**config.mk**
```make
export PLATFORM = sky130hd
export DESIGN_NAME = lin_cksum_unit
export DESIGN_NICKNAME = d
export VERILOG_FILES = /design/src/rtl/lin_cksum_pkg.sv /design/src/rtl/lin_cksum_acc.sv /design/src/rtl/lin_cksum_len.sv /design/src/rtl/lin_cksum_unit.sv
export SDC_FILE = /design/constraint.sdc
export NUM_CORES = 1
export LEC_CHECK = 0
export CORE_AREA = 2 2 67 75
export CTS_BUF_LIST = sky130_fd_sc_hd__clkbuf_8
export CTS_CLUSTER_DIAMETER = 100
export DETAILED_ROUTE_END_ITERATION = 8
export DIE_AREA = 0 0 69 77
export PLACE_DENSITY = 0.71
export RECOVER_POWER = 25
export SLEW_MARGIN = 20
export SYNTH_ARGS = -nofsm -noshare
export SYNTH_HDL_FRONTEND = slang
export SYNTH_SLANG_ARGS = --single-unit
export TNS_END_PERCENT = 100
```
**constraint.sdc**
```tcl
create_clock -name clk -period 6.7 [get_ports clk]
set_input_delay 1.34 -clock clk [delete_from_list [all_inputs] [get_ports clk]]
set_output_delay 1.34 -clock clk [all_outputs]
set_load 0.05 [all_outputs]
```
**src/rtl/lin_cksum_pkg.sv**
```systemverilog
package lin_cksum_pkg;
  localparam int BYTE_W = 8;

  typedef enum logic {
    DIR_RX = 1'b0,
    DIR_TX = 1'b1
  } dir_e;

  // end-around-carry byte addition
  function automatic logic [BYTE_W-1:0] eac_add(input logic [BYTE_W-1:0] a,
                                                input logic [BYTE_W-1:0] b);
    logic [BYTE_W:0] wide;
    wide = {1'b0, a} + {1'b0, b};
    return wide[BYTE_W-1:0] + {{(BYTE_W-1){1'b0}}, wide[BYTE_W]};
  endfunction
endpackage

```
**src/rtl/lin_cksum_acc.sv**
```systemverilog
module lin_cksum_acc
  import lin_cksum_pkg::*;
(
  input  logic              clk,
  input  logic              rst,
  input  logic              clr,
  input  logic              enh,
  input  logic [BYTE_W-1:0] pid,
  input  logic              add_en,
  input  logic [BYTE_W-1:0] din,
  output logic [BYTE_W-1:0] sum,
  output logic [BYTE_W-1:0] sum_plus
);
  assign sum_plus = eac_add(sum, din);

  always_ff @(posedge clk) begin
    if (rst)         sum <= '0;
    else if (clr)    sum <= enh ? pid : '0;
    else if (add_en) sum <= sum_plus;
  end

  // seed after a start
  p_seed_after_start_r2: assert property (@(posedge clk) disable iff (rst)
    clr |=> (sum == ($past(enh) ? $past(pid) : '0)));

  // sum only moves on an accepted byte or a start
  p_sum_quiet_r3: assert property (@(posedge clk) disable iff (rst)
    (!clr && !add_en) |=> $stable(sum));
endmodule

```
**src/rtl/lin_cksum_len.sv**
```systemverilog
module lin_cksum_len #(
  parameter int MAX_BYTES = 8,
  localparam int CNT_W    = $clog2(MAX_BYTES + 1)
) (
  input  logic             clk,
  input  logic             rst,
  input  logic             clr,
  input  logic             cnt_en,
  output logic [CNT_W-1:0] cnt,
  output logic             empty,
  output logic             full,
  output logic             ovf
);
  localparam logic [CNT_W-1:0] CNT_MAX = CNT_W'(MAX_BYTES);

  assign empty = (cnt == '0);
  assign full  = (cnt == CNT_MAX);

  always_ff @(posedge clk) begin
    if (rst || clr) begin
      cnt <= '0;
      ovf <= 1'b0;
    end else if (cnt_en) begin
      if (full) ovf <= 1'b1;
      else      cnt <= cnt + 1'b1;
    end
  end

  // counter never passes the limit
  p_cnt_bound_r7: assert property (@(posedge clk) disable iff (rst)
    cnt <= CNT_MAX);

  // overflow only from a full counter
  p_ovf_from_full_r7: assert property (@(posedge clk) disable iff (rst)
    $rose(ovf) |-> $past(full));
endmodule

```
**src/rtl/lin_cksum_unit.sv**
```systemverilog
module lin_cksum_unit
  import lin_cksum_pkg::*;
#(
  parameter int MAX_BYTES = 8
) (
  input  logic              clk,
  input  logic              rst,
  input  logic              start_i,
  input  logic              enh_i,
  input  logic              xmit_i,
  input  logic [BYTE_W-1:0] pid_i,
  input  logic [BYTE_W-1:0] byte_i,
  input  logic              byte_vld_i,
  input  logic              last_i,
  output logic [BYTE_W-1:0] cksum_o,
  output logic              done_o,
  output logic              cksum_err_o,
  output logic              len_err_o
);
  localparam int CNT_W = $clog2(MAX_BYTES + 1);

  logic              busy_q;
  dir_e              dir_q;
  logic              take, fin, data_take;
  logic [BYTE_W-1:0] sum, sum_plus, final_inv;
  logic [CNT_W-1:0]  cnt;
  logic              empty, full, ovf, bad_len;

  assign take      = byte_vld_i && busy_q && !start_i;
  assign fin       = take && last_i;
  assign data_take = take && ((dir_q == DIR_TX) || !last_i);

  lin_cksum_acc u_acc (
    .clk     (clk),
    .rst     (rst),
    .clr     (start_i),
    .enh     (enh_i),
    .pid     (pid_i),
    .add_en  (data_take),
    .din     (byte_i),
    .sum     (sum),
    .sum_plus(sum_plus)
  );

  lin_cksum_len #(.MAX_BYTES(MAX_BYTES)) u_len (
    .clk   (clk),
    .rst   (rst),
    .clr   (start_i),
    .cnt_en(data_take),
    .cnt   (cnt),
    .empty (empty),
    .full  (full),
    .ovf   (ovf)
  );

  always_comb begin
    if (dir_q == DIR_TX) begin
      final_inv = ~sum_plus;
      bad_len   = ovf || full;
    end else begin
      final_inv = ~sum;
      bad_len   = ovf || empty;
    end
  end

  always_ff @(posedge clk) begin
    if (rst) begin
      busy_q      <= 1'b0;
      dir_q       <= DIR_RX;
      cksum_o     <= '0;
      done_o      <= 1'b0;
      cksum_err_o <= 1'b0;
      len_err_o   <= 1'b0;
    end else begin
      done_o <= 1'b0;
      if (start_i) begin
        busy_q      <= 1'b1;
        dir_q       <= dir_e'(xmit_i);
        cksum_o     <= '0;
        cksum_err_o <= 1'b0;
        len_err_o   <= 1'b0;
      end else if (fin) begin
        busy_q <= 1'b0;
        done_o <= 1'b1;
        if (bad_len) begin
          cksum_o     <= '0;
          cksum_err_o <= 1'b0;
          len_err_o   <= 1'b1;
        end else begin
          cksum_o     <= final_inv;
          cksum_err_o <= (dir_q == DIR_RX) && (byte_i != final_inv);
          len_err_o   <= 1'b0;
        end
      end
    end
  end

  // single-clock completion pulse
  p_done_single_r8: assert property (@(posedge clk) disable iff (rst)
    done_o |=> !done_o);

  // result moves only on a start or a completion
  p_result_hold_r8: assert property (@(posedge clk) disable iff (rst)
    !$stable(cksum_o) |-> ($past(start_i) || done_o));

  // start clears every result
  p_start_clears_r2: assert property (@(posedge clk) disable iff (rst)
    start_i |=> (!done_o && !cksum_err_o && !len_err_o && cksum_o == '0));

  // a length error suppresses the checksum verdict
  p_len_masks_r6: assert property (@(posedge clk) disable iff (rst)
    len_err_o |-> (!cksum_err_o && cksum_o == '0));

  // nothing completes while idle
  p_idle_quiet_r9: assert property (@(posedge clk) disable iff (rst)
    (!busy_q || start_i) |=> !done_o);
endmodule

```
==> results of run 1 <==
## critical path, stage by stage
cell and delay, ns:
clkdlybuf4s50_1 0.48, ha_1 0.28, fa_1 0.42, a211oi_1 0.33, o21ai_0 0.20, a21o_1 0.19, a21o_1 0.19, ha_1 0.19
nand2_1 0.14, xnor2_1 0.16, mux2i_1 0.14, xnor2_1 0.18, nand4_1 0.10, a31oi_1 0.17, nand3_1 0.10, o41a_1 0.43
## path summary, 6_finish.rpt
| path | startpoint | to | slack, ns | cells after the start |
|---|---|---|---|---|
| min | cksum_o[7]$_SDFFE_PP0P_ | cksum_o[7]$_SDFFE_PP0P_ | 0.46 | 2 |
| max | byte_i[0] | cksum_err_o$_SDFFE_PP0P_ | 1.81 | 16 |
| min reg2reg | cksum_o[7]$_SDFFE_PP0P_ | cksum_o[7]$_SDFFE_PP0P_ | 0.46 | 2 |
| max reg2reg | u_acc.sum[0]$_SDFFE_PP0P_ | cksum_err_o$_SDFFE_PP0P_ | 3.05 | 15 |
## layout make-up
| cell class | instances | area, um2 |
|---|---|---|
| Inverter | 5 | 18.8 |
| Multi-Input combinational cell | 172 | 1210 |
| Fill cell | 456 | 2350 |
| Tap cell | 56 | 70.1 |
| Clock buffer | 3 | 41.3 |
| Sequential cell | 26 | 520 |
| Timing Repair Buffer | 34 | 338 |
## placed cells by master, fill, tap and decap left out, types with 2 or more instances in the layout
cell / n
clkdlybuf4s50_1: 26
and2_1: 2
xnor2_1: 12
nand4b_1: 2
a21oi_1: 15
nor3_1: 3
and3_1: 3
mux2i_1: 12
a211oi_1: 6
xor2_1: 8
a21o_1: 3
nor2b_1: 4
dfxtp_1: 26
inv_1: 5
a22oi_1: 6
nand4_1: 3
nand2_1: 14
a2bb2oi_1: 3
o21a_1: 2
nand2b_1: 3
dlygate4sd3_1: 7
nor2_1: 34
clkbuf_8: 3
ha_1: 12
nand3_1: 3
o21ai_0: 3
a31oi_1: 2
## per-layer routing
layer | vias to the layer above | track usage
li1 | 804 | -
met1 | 697 | 0.221
met2 | 36 | 0.279
met3 | 5 | 0.0368
met4 | 0 | 0.0529
met5 | - | 0
## synthesized netlist by cell type, types with 2 or more instances
master	n	area share
nor2_1	34	0.072
dfxtp_1	26	0.29
a21oi_1	15	0.042
nand2_1	14	0.030
ha_1	12	0.085
mux2i_1	12	0.068
xnor2_1	12	0.059
xor2_1	8	0.039
a211oi_1	6	0.025
a22oi_1	6	0.025
clkbuf_1	6	0.013
inv_1	5	0.011
nor2b_1	4	0.014
nor3_1	4	0.011
a21o_1	3	0.013
a2bb2oi_1	3	0.015
and3_1	3	0.011
nand2b_1	3	0.011
nand3_1	3	0.0085
nand4_1	3	0.011
o21ai_0	3	0.0085
a31oi_1	2	0.0070
and2_1	2	0.0070
buf_2	2	0.0056
nand4b_1	2	0.0099
o21a_1	2	0.0085
## state kept, by name, indices dropped and copies added (netlist names)
register / count
busy_q: 1
cksum_o: 8
u_len.ovf: 1
u_len.cnt: 4
u_acc.sum: 8
done_o: 1
cksum_err_o: 1
len_err_o: 1
dir_q: 1
## per-stage QoR
| stage | cells | utilization | setup slack (ns) |
|---|---|---|---|
| after floorplan | 212 | - | 2.35 |
| after global placement | 293 | 0.473 | 1.67 |
| after detailed placement | 293 | 0.473 | 1.57 |
| after CTS | 296 | 0.482 | 1.84 |
| after global routing | 296 | 0.483 | 1.49 |
| final | 296 | 0.483 | 1.81 |
## cell families after synthesis
logic type               Yosys count  synth area share
adder cells (fa/ha/maj)           13            0.0958
flip-flops                        26             0.293
XOR/XNOR                          21             0.108
multiplexers                      12            0.0677
AND/OR/NAND/NOR                   76             0.209
AO/OA/AOI/OAI                     50             0.196
buffers and inverters             14            0.0310
## where the power goes
group          switching [uW]  total [uW]  internal (uW)  leakage, uW
logic                    45.9        89.1           43.2     0.000588
registers                5.19         163            158     0.000211
clock network            46.3        86.6           40.3    0.0000216
total                    97.4         339            241     0.000821
==> metrics.md, run 1 <==
| Metric | Value |
|---|---|
| Status | finished clean |
| Async set-reset flop share out of synthesis | 0 |
| Longest Clk Path Bufs | 2 |
| Final nets | 278 |
| I/O Pins | 34 |
| Detailed Routing Iterations Pass 1 | 4 |
| # diodes | 0 |
| Synthesized netlist cell count | 212 |
| Syn nets | 248 |
| Buffers on Ports | 33 |
| Metal-1 WL | 2020 um |
| Initial antenna violation count | 0 |
| Peak VDD IR | 84.4 uV |
| DR vias/cell | 5.21 |
| Worst Max-Slew Pin Slew | 0.767 ns |
| Vias in the first global route | 1,539 |
| Hold buffers post-CTS | 0 |
| Post-CTS setup buffer count | 0 |
| Grt ovf | 0 |
| CTS sink count | 26 |
| Unrepaired setup endpoints after global routing | no |
| Antenna Nets Post-Route | 0 |
| Clock slew seen by the registers of the worst setup and hold paths | 0.08 ns |
| Worst Setup End Kind | register |
| Sequential area share after synthesis | 0.293 |
| Setup TNS | 0 ns |
| Dominant synthesized flop cell | dfxtp_1 |
| Required @ worst endpoint | 6.86 ns |
| Pwr Density | 154 nW/um2 |
| Worst Hold Class | register to register |
| Hold WS | 0.461 ns |
| Cell row count | 26 |
| Fin crit share | 0.729 |
| Starting density of the core | 0.390 |
| GPL Wtd Cong | 0.809 |
| Hpwl dp | 3210 um |
| GRT Total Usage | 0.170 |
| DR top layer | met4 |
| Via count | 1,542 |
| DIE AREA | 5310 um2 |
| Post-cts resize count | 0 |
| Min cycle time layout | 4.89 ns |
| Post-placement cell area | 2150 um2 |
| Routed WL | 4260 um |
| Clk_lat worst skew | 0.27 ns |
| Area Overhead vs Synth | 23.9% |
| CP startpoint kind | primary input |
| Peak Freq | 205 MHz |
| Endpoints failing setup | 0 |
| Final Hold Fails | 0 |
| #FFs+latches synth | 26 |
| Share of layout cells above drive strength 1 | 0.0542 |
| Post-synth EDFFs | 0 |
| Worst-path fanout max | 3 |
| Die H | 77 um |
| Die width | 69 um |
| Total power | 339 uW |
| Slew Limit Fails | 0 |
| Post-synth cell types | 43 |
| CTS tree | yes |
| DRC viols | 0 |
| Root buf cell | clkbuf_8 |
| Met2 routed WL | 1960 um |
| Setup Skew | 0.00396 ns |
| Max-slew headroom | 0.488 |
| Met3 wire length | 211 um |
| Maxcap violations | 0 |
| Leakage dissipation | 0.000821 uW |
| Design Area, Final | 2200 um2 |
| Post-synthesis cell area | 1780 um2 |
| Largest net degree at the start of global routing | 19 |
| Syn_area_per_cell | 8.37 um2 |
| CP Class | primary input to register |
| Worst path arrival time | 5.04 ns |
| Clock buffer count from CTS | 3 |
| First-pass GRT wire length | 7290 um |
| WL per Instance | 14.4 um |
| H-tree Lvls | 1 |
| Yosys warns | 0 |
| Initial DRC count | 68 |
| Core area | 4550 um2 |
No activity file was read; power rests on OpenSTA's default activity.
==> run 2, diff against run 1 <==
--- a/config.mk
+++ b/config.mk
@@ -10,7 +10,7 @@
 export CTS_CLUSTER_DIAMETER = 100
 export DETAILED_ROUTE_END_ITERATION = 8
 export DIE_AREA = 0 0 69 77
-export PLACE_DENSITY = 0.71
+export PLACE_DENSITY = 0.73
 export RECOVER_POWER = 25
 export SLEW_MARGIN = 20
 export SYNTH_ARGS = -nofsm -noshare
==> constraint.sdc (replaced) <==
create_clock -name clk -period 4.3 [get_ports clk]
set_input_delay 0.86 -clock clk [delete_from_list [all_inputs] [get_ports clk]]
set_output_delay 0.86 -clock clk [all_outputs]
set_load 0.05 [all_outputs]
==> metrics.md, run 2 (same netlist as run 1, synthesis figures left out) <==
| Metric | Value |
|---|---|
| Status | finished clean |
| Hold WS | 0.461 ns (-0.000202 ns) |
| CTS sink count | 26 (unchanged) |
| DR vias/cell | 5.32 (+2.1%) |
| DIE AREA | 5310 um2 (unchanged) |
| CTS tree | yes |
| Peak VDD IR | 208 uV (+150%) |
| Starting density of the core | 0.390 (unchanged) |
| Setup Skew | 0.00165 ns (-0.00231 ns) |
| Max-slew headroom | 0.438 (-0.0500) |
| Clock buffer count from CTS | 3 (unchanged) |
| H-tree Lvls | 1 (unchanged) |
| DRC viols | 0 (unchanged) |
| Clk_lat worst skew | 0.27 ns (about the same) |
| Peak Freq | 244 MHz |
| Grt ovf | 0 (unchanged) |
| Cell row count | 26 (unchanged) |
| Area Overhead vs Synth | 34.5% |
| Hpwl dp | 3380 um (+5.4%) |
| Most frequent cells in the layout | nor2_1, dfxtp_1, clkdlybuf4s50_1 |
| Die H | 77 um (unchanged) |
| Antenna Nets Post-Route | 0 (unchanged) |
| Leakage dissipation | 0.000932 uW (+14%) |
| WL per Instance | 13.8 um (-4.3%) |
| CP startpoint kind | primary input |
| Buffers on Ports | 33 (unchanged) |
| # diodes | 0 (unchanged) |
| Initial antenna violation count | 0 (unchanged) |
| Vias in the first global route | 1,572 (+2.1%) |
| Final Hold Fails | 0 (unchanged) |
| Most common cell after layout, fill and taps aside | nor2_1 |
| Min cycle time layout | 4.09 ns |
| Die width | 69 um (unchanged) |
| Largest registers | cksum_o: 8 flops, u_acc.sum: 8 flops, u_len.cnt: 4 flops |
| Cell breakdown of the critical path | clkdlybuf4s50_1 -> ha_1 -> fa_1 -> a211oi_2 -> o21ai_1 -> a21o_1 -> a21o_1 -> ha_1 -> nand2_1 -> xnor2_1 -> mux2i_1 -> xnor2_1 -> nand4_1 -> a31oi_1 -> nand3_1 -> o41a_1 |
| Worst Hold Class | register to register |
| Fin crit share | 0.952 |
| Worst Setup End Kind | register |
| Total power | 575 uW (+70%) |
| Slowest cell on crit path | clkdlybuf4s50_1 |
| Endpoints failing setup | 0 (unchanged) |
| Clock slew seen by the registers of the worst setup and hold paths | 0.08 ns (about the same) |
| Worst path arrival time | 4.25 ns (-0.79 ns) |
| Routed WL | 4390 um (+3.1%) |
| Final nets | 300 (+7.9%) |
| GPL Wtd Cong | 0.891 (+10%) |
| GRT Total Usage | 0.173 (+0.00333) |
| Longest Clk Path Bufs | 2 (unchanged) |
| Required @ worst endpoint | 4.46 ns (-2.40 ns) |
| Worst Max-Slew Pin Slew | 0.843 ns (+0.0761 ns) |
| Maxcap violations | 0 (unchanged) |
| Initial DRC count | 107 (+57%) |
| CP Class | primary input to register |
| Root buf cell | clkbuf_8 |
| Share of layout cells above drive strength 1 | 0.144 (+0.0903) |
| Max stage delay on crit path | 0.42 ns (-0.06 ns) |
| Largest net degree at the start of global routing | 19 (unchanged) |
| Hold buffers post-CTS | 0 (unchanged) |
| Worst-path fanout max | 2 (-1) |
| Core area | 4550 um2 (unchanged) |
| First-pass GRT wire length | 7580 um (+3.9%) |
| I/O Pins | 34 (unchanged) |
| Detailed Routing Iterations Pass 1 | 4 (unchanged) |
| Via count | 1,697 (+10%) |
| Pwr Density | 241 nW/um2 (+56%) |
| Slew Limit Fails | 0 (unchanged) |
run 2: layout make-up:
| class | count | area [um2] |
|---|---|---|
| multi-input combinational | 172 | 1220 |
| tap | 56 | 70.1 |
| clock buffer | 4 | 55.1 |
| inverter | 5 | 18.8 |
| timing repair buffer | 56 | 499 |
| fill | 447 | 2170 |
| sequential | 26 | 520 |
run 2: final timing paths:
kind,depth (start not counted),to,slack [ns],startpoint
max reg2reg,15,cksum_err_o$_SDFFE_PP0P_,0.88,u_acc.sum[0]$_SDFFE_PP0P_
min,2,cksum_o[7]$_SDFFE_PP0P_,0.46,cksum_o[7]$_SDFFE_PP0P_
max,16,cksum_err_o$_SDFFE_PP0P_,0.21,byte_i[0]
min reg2reg,2,cksum_o[7]$_SDFFE_PP0P_,0.46,cksum_o[7]$_SDFFE_PP0P_
run 2: metrics by stage:
step | setup TNS, ns | std cells | util | area (um2) | setup slack (ns)
4_1_cts | 0 | 318 | 0.519 | 2360 | 0.129
5_1_grt | -0.0400 | 319 | 0.524 | 2390 | -0.0400
3_5_place_dp | -0.153 | 314 | 0.507 | 2310 | -0.153
3_3_place_gp | -0.0269 | 314 | 0.507 | 2310 | -0.0269
6_report | 0 | 319 | 0.524 | 2390 | 0.206
2_1_floorplan | 0 | 212 | - | 1780 | 0.430
run 2: where the power goes:
group	switching (uW)	total [uW]	internal, uW
combinational	78.4	166	87.1
clock	73.7	156	81.9
sequential	8.02	254	246
run 2: what timing repair did:
action | 4_1_cts | 5_1_grt
gates resized for setup | 0 | 4
setup buffers | 0 | 1
endpoints found under the setup margin | 0 | 1
run 2: routing by layer:
| layer | part of all wire | vias to the layer above | global-route usage | wire, um |
|---|---|---|---|---|
| met5 | 0 | - | 0 | 0 |
| met1 | 0.44 | 789 | 0.231 | 1950 |
| li1 | - | 850 | - | - |
| met3 | 0.060 | 5 | 0.0381 | 264 |
| met4 | 0.0043 | 0 | 0.0176 | 19 |
| met2 | 0.49 | 53 | 0.295 | 2150 |
run 2: critical path, delay by kind of cell:
kind | cells | cell delay [ns]
compound gates | 6 | 1.32
xor+xnor | 2 | 0.35
fa+ha+maj | 3 | 0.83
buf+inv | 1 | 0.42
mux | 1 | 0.16
simple gates | 3 | 0.27
==> run 3, diff against run 2 <==
--- a/config.mk
+++ b/config.mk
@@ -8,9 +8,10 @@
 export CORE_AREA = 2 2 67 75
 export CTS_BUF_LIST = sky130_fd_sc_hd__clkbuf_8
 export CTS_CLUSTER_DIAMETER = 100
+export CTS_CLUSTER_SIZE = 8
 export DETAILED_ROUTE_END_ITERATION = 8
 export DIE_AREA = 0 0 69 77
-export PLACE_DENSITY = 0.73
+export PLACE_DENSITY = 0.65
 export RECOVER_POWER = 25
 export SLEW_MARGIN = 20
 export SYNTH_ARGS = -nofsm -noshare
==> metrics.md, run 3 (same netlist as run 1, synthesis figures left out) <==
| Metric | Value |
|---|---|
| Status | finished clean |
| R2r endpoint | cksum_err_o$_SDFFE_PP0P_ |
| Area Overhead vs Synth | 34.2% |
| Worst Hold Depth | 2 (unchanged) |
| Final nets | 300 (unchanged) |
| Initial antenna violation count | 0 (unchanged) |
| Post-CTS setup buffer count | 0 (unchanged) |
| Clock buffer count from CTS | 3 (unchanged) |
| Comb power frac | 0.287 (about the same) |
| First-pass GRT wire length | 7290 um (-3.7%) |
| Worst path arrival time | 4.14 ns (-0.11 ns) |
| Routed WL | 4260 um (-2.9%) |
| Vias in the first global route | 1,535 (-2.4%) |
| Core area | 4550 um2 (unchanged) |
| Largest registers | cksum_o: 8 flops, u_acc.sum: 8 flops, u_len.cnt: 4 flops |
| Area of the multi-input gates | 1220 um2 (-0.61%) |
| CTS tree | yes |
| CP bufs+invs | 1 (unchanged) |
| Max-slew headroom | 0.401 (-0.0372) |
| Most common cell after layout, fill and taps aside | nor2_1 |
| Antenna Nets Post-Route | 0 (unchanged) |
| Buffers on Ports | 33 (unchanged) |
| Required @ worst endpoint | 4.46 ns (about the same) |
| Filler Cells Inserted | 455 (+1.8%) |
| WL per Instance | 13.4 um (-2.9%) |
| Worst Reg-to-Reg Cells | 15 (unchanged) |
| Crit Reg-Reg Startpoint | u_acc.sum[0]$_SDFFE_PP0P_ |
| Initial DRC count | 35 (-67%) |
| Worst Hold Class | register to register |
| Longest Clk Path Bufs | 2 (unchanged) |
| Internal power | 417 uW (+0.56%) |
| Grt ovf | 0 (unchanged) |
| GPL Wtd Cong | 0.851 (-4.6%) |
| Unrepaired setup endpoints after global routing | no |
| Post-placement cell area | 2320 um2 (+0.32%) |
| CTS sink count | 26 (unchanged) |
| Non-Filler Instances | 319 (unchanged) |
| Min cycle time layout | 3.98 ns (-0.113 ns) |
| GRT Total Usage | 0.167 (-0.00566) |
| Share of layout cells above drive strength 1 | 0.144 (unchanged) |
| Switching share of power | 0.281 (+0.00211) |
| Largest net degree at the start of global routing | 19 (unchanged) |
| FF+latch area | 520 um2 (unchanged) |
| I/O Pins | 34 (unchanged) |
| CP Class | primary input to register |
| HP Start | cksum_o[7]$_SDFFE_PP0P_ |
| Setup WS post-layout | 0.319 ns (+0.113 ns) |
| Worst Setup End Kind | register |
| H-tree Lvls | 1 (unchanged) |
| Hold WS | 0.462 ns (+0.00124 ns) |
| DIE AREA | 5310 um2 (unchanged) |
| Hold Crit Endpoint | cksum_o[7]$_SDFFE_PP0P_ |
| DRC viols | 0 (unchanged) |
| Reg-to-reg slack, setup | 0.98 ns (+0.10 ns) |
| Clock slew seen by the registers of the worst setup and hold paths | 0.09 ns (about the same) |
| Pwr Density | 243 nW/um2 (+1.0%) |
| Root buf cell | clkbuf_8 |
| Via count | 1,627 (-4.1%) |
| # placed instances | 315 (+0.32%) |
| Die width | 69 um (unchanged) |
| Worst Max-Slew Pin Slew | 0.899 ns (+0.0557 ns) |
| Worst-path fanout max | 2 (unchanged) |
| Peak Freq | 251 MHz (+2.8%) |
| Design Area, Final | 2380 um2 (-0.16%) |
| Cell breakdown of the critical path | clkdlybuf4s50_1 -> ha_1 -> fa_2 -> a211oi_2 -> o21ai_1 -> a21o_1 -> a21o_1 -> ha_1 -> nand2_1 -> xnor2_1 -> mux2i_1 -> xnor2_1 -> nand4_1 -> a31oi_1 -> nand3_1 -> o41a_1 |
| Maxcap violations | 0 (unchanged) |
| CP startpoint kind | primary input |
| Starting density of the core | 0.390 (unchanged) |
| Peak VDD IR | 174 uV (-16%) |
| Clk_lat worst skew | 0.27 ns (about the same) |
| Max stage delay on crit path | 0.42 ns (about the same) |
| DR vias/cell | 5.10 (-4.1%) |
| Fin crit share | 0.926 (-0.0262) |
| CP delay by family, top | compound AO/OA/AOI/OAI gates |
| Slew Limit Fails | 0 (unchanged) |
| Final Hold Fails | 0 (unchanged) |
| Setup WS pre-CTS | -0.174 ns (-0.0208 ns) |
| Clock Power Share | 0.275 (+0.004) |
| Die H | 77 um (unchanged) |
| Slowest cell on crit path | clkdlybuf4s50_1 |
| Most frequent cells in the layout | nor2_1, clkdlybuf4s50_1, dfxtp_1 |
| Leakage dissipation | 0.000921 uW (-1.2%) |
| Hpwl dp | 3380 um (-0.14%) |
| P_sw | 163 uW (+1.6%) |
| Sequential share of power | 0.438 (-0.003) |
| # diodes | 0 (unchanged) |
| Cell row count | 26 (unchanged) |
| Endpoints failing setup | 0 (unchanged) |
| Setup Skew | 0.00484 ns (+0.00318 ns) |
| Detailed Routing Iterations Pass 1 | 4 (unchanged) |
[run 3: area by class of cell]
| type | count | share of cell area |
|---|---|---|
| well taps | 56 | 0.0294 |
| inverters | 5 | 0.00787 |
| multi-input cells | 172 | 0.510 |
| repair buffers | 56 | 0.211 |
| clock buffers | 4 | 0.0231 |
| flip-flops and latches | 26 | 0.218 |
[run 3: worst max path at each step]
stage | end | cells past startpoint | slack (ns) | from
3_5_place_dp | cksum_err_o$_SDFFE_PP0P_ | 16 | -0.17 | byte_i[0]
6_report | cksum_err_o$_SDFFE_PP0P_ | 16 | 0.32 | byte_i[0]
4_1_cts | cksum_err_o$_SDFFE_PP0P_ | 16 | 0.09 | byte_i[0]
2_1_floorplan | cksum_err_o$_SDFFE_PP0P_ | 15 | 0.43 | byte_i[0]
5_1_grt | cksum_err_o$_SDFFE_PP0P_ | 16 | 0.04 | byte_i[0]
3_3_place_gp | cksum_err_o$_SDFFE_PP0P_ | 16 | -0.02 | byte_i[0]
[run 3: metrics by stage]
stage / setup TNS, ns / utilization / power (uW)
after floorplan: 0 / - / 353
after global placement: -0.0160 / 0.509 / 423
after detailed placement: -0.174 / 0.509 / 424
after CTS: 0 / 0.521 / 582
after global routing: 0 / 0.523 / 614
final: 0 / 0.523 / 580
[run 3: per-layer routing]
metal	wire length [um]	vias to the layer above	global-route usage	part of all wire
li1	-	855	-	-
met1	1980	744	0.213	0.47
met2	2130	26	0.299	0.50
met3	128	2	0.0302	0.030
met4	15	0	0.0235	0.0035
met5	0	-	0	0
[run 3: worst register-to-register path, stage by stage, from the launching register on]
cell,delay (ns)
dfxtp_1,0.36
ha_1,0.23
fa_2,0.37
a211oi_2,0.23
o21ai_1,0.13
a21o_1,0.17
a21o_1,0.19
ha_1,0.19
nand2_1,0.09
xnor2_1,0.15
mux2i_1,0.15
xnor2_1,0.17
nand4_1,0.11
a31oi_1,0.15
nand3_1,0.10
o41a_1,0.42
[run 3: timing repair]
action | in CTS | in global routing
hold endpoints to repair | 0 | 0
hold buffers | 0 | 0
endpoints found under the setup margin | 0 | 1
gates resized for setup | 0 | 5
[run 3: power groups by stage]
stage	logic, uW	registers, uW	clock network [uW]
floorplan	97.2	256	0
global placement	164	259	0
detailed placement	165	260	0
CTS	166	254	162
global route	185	255	174
finish	167	254	159
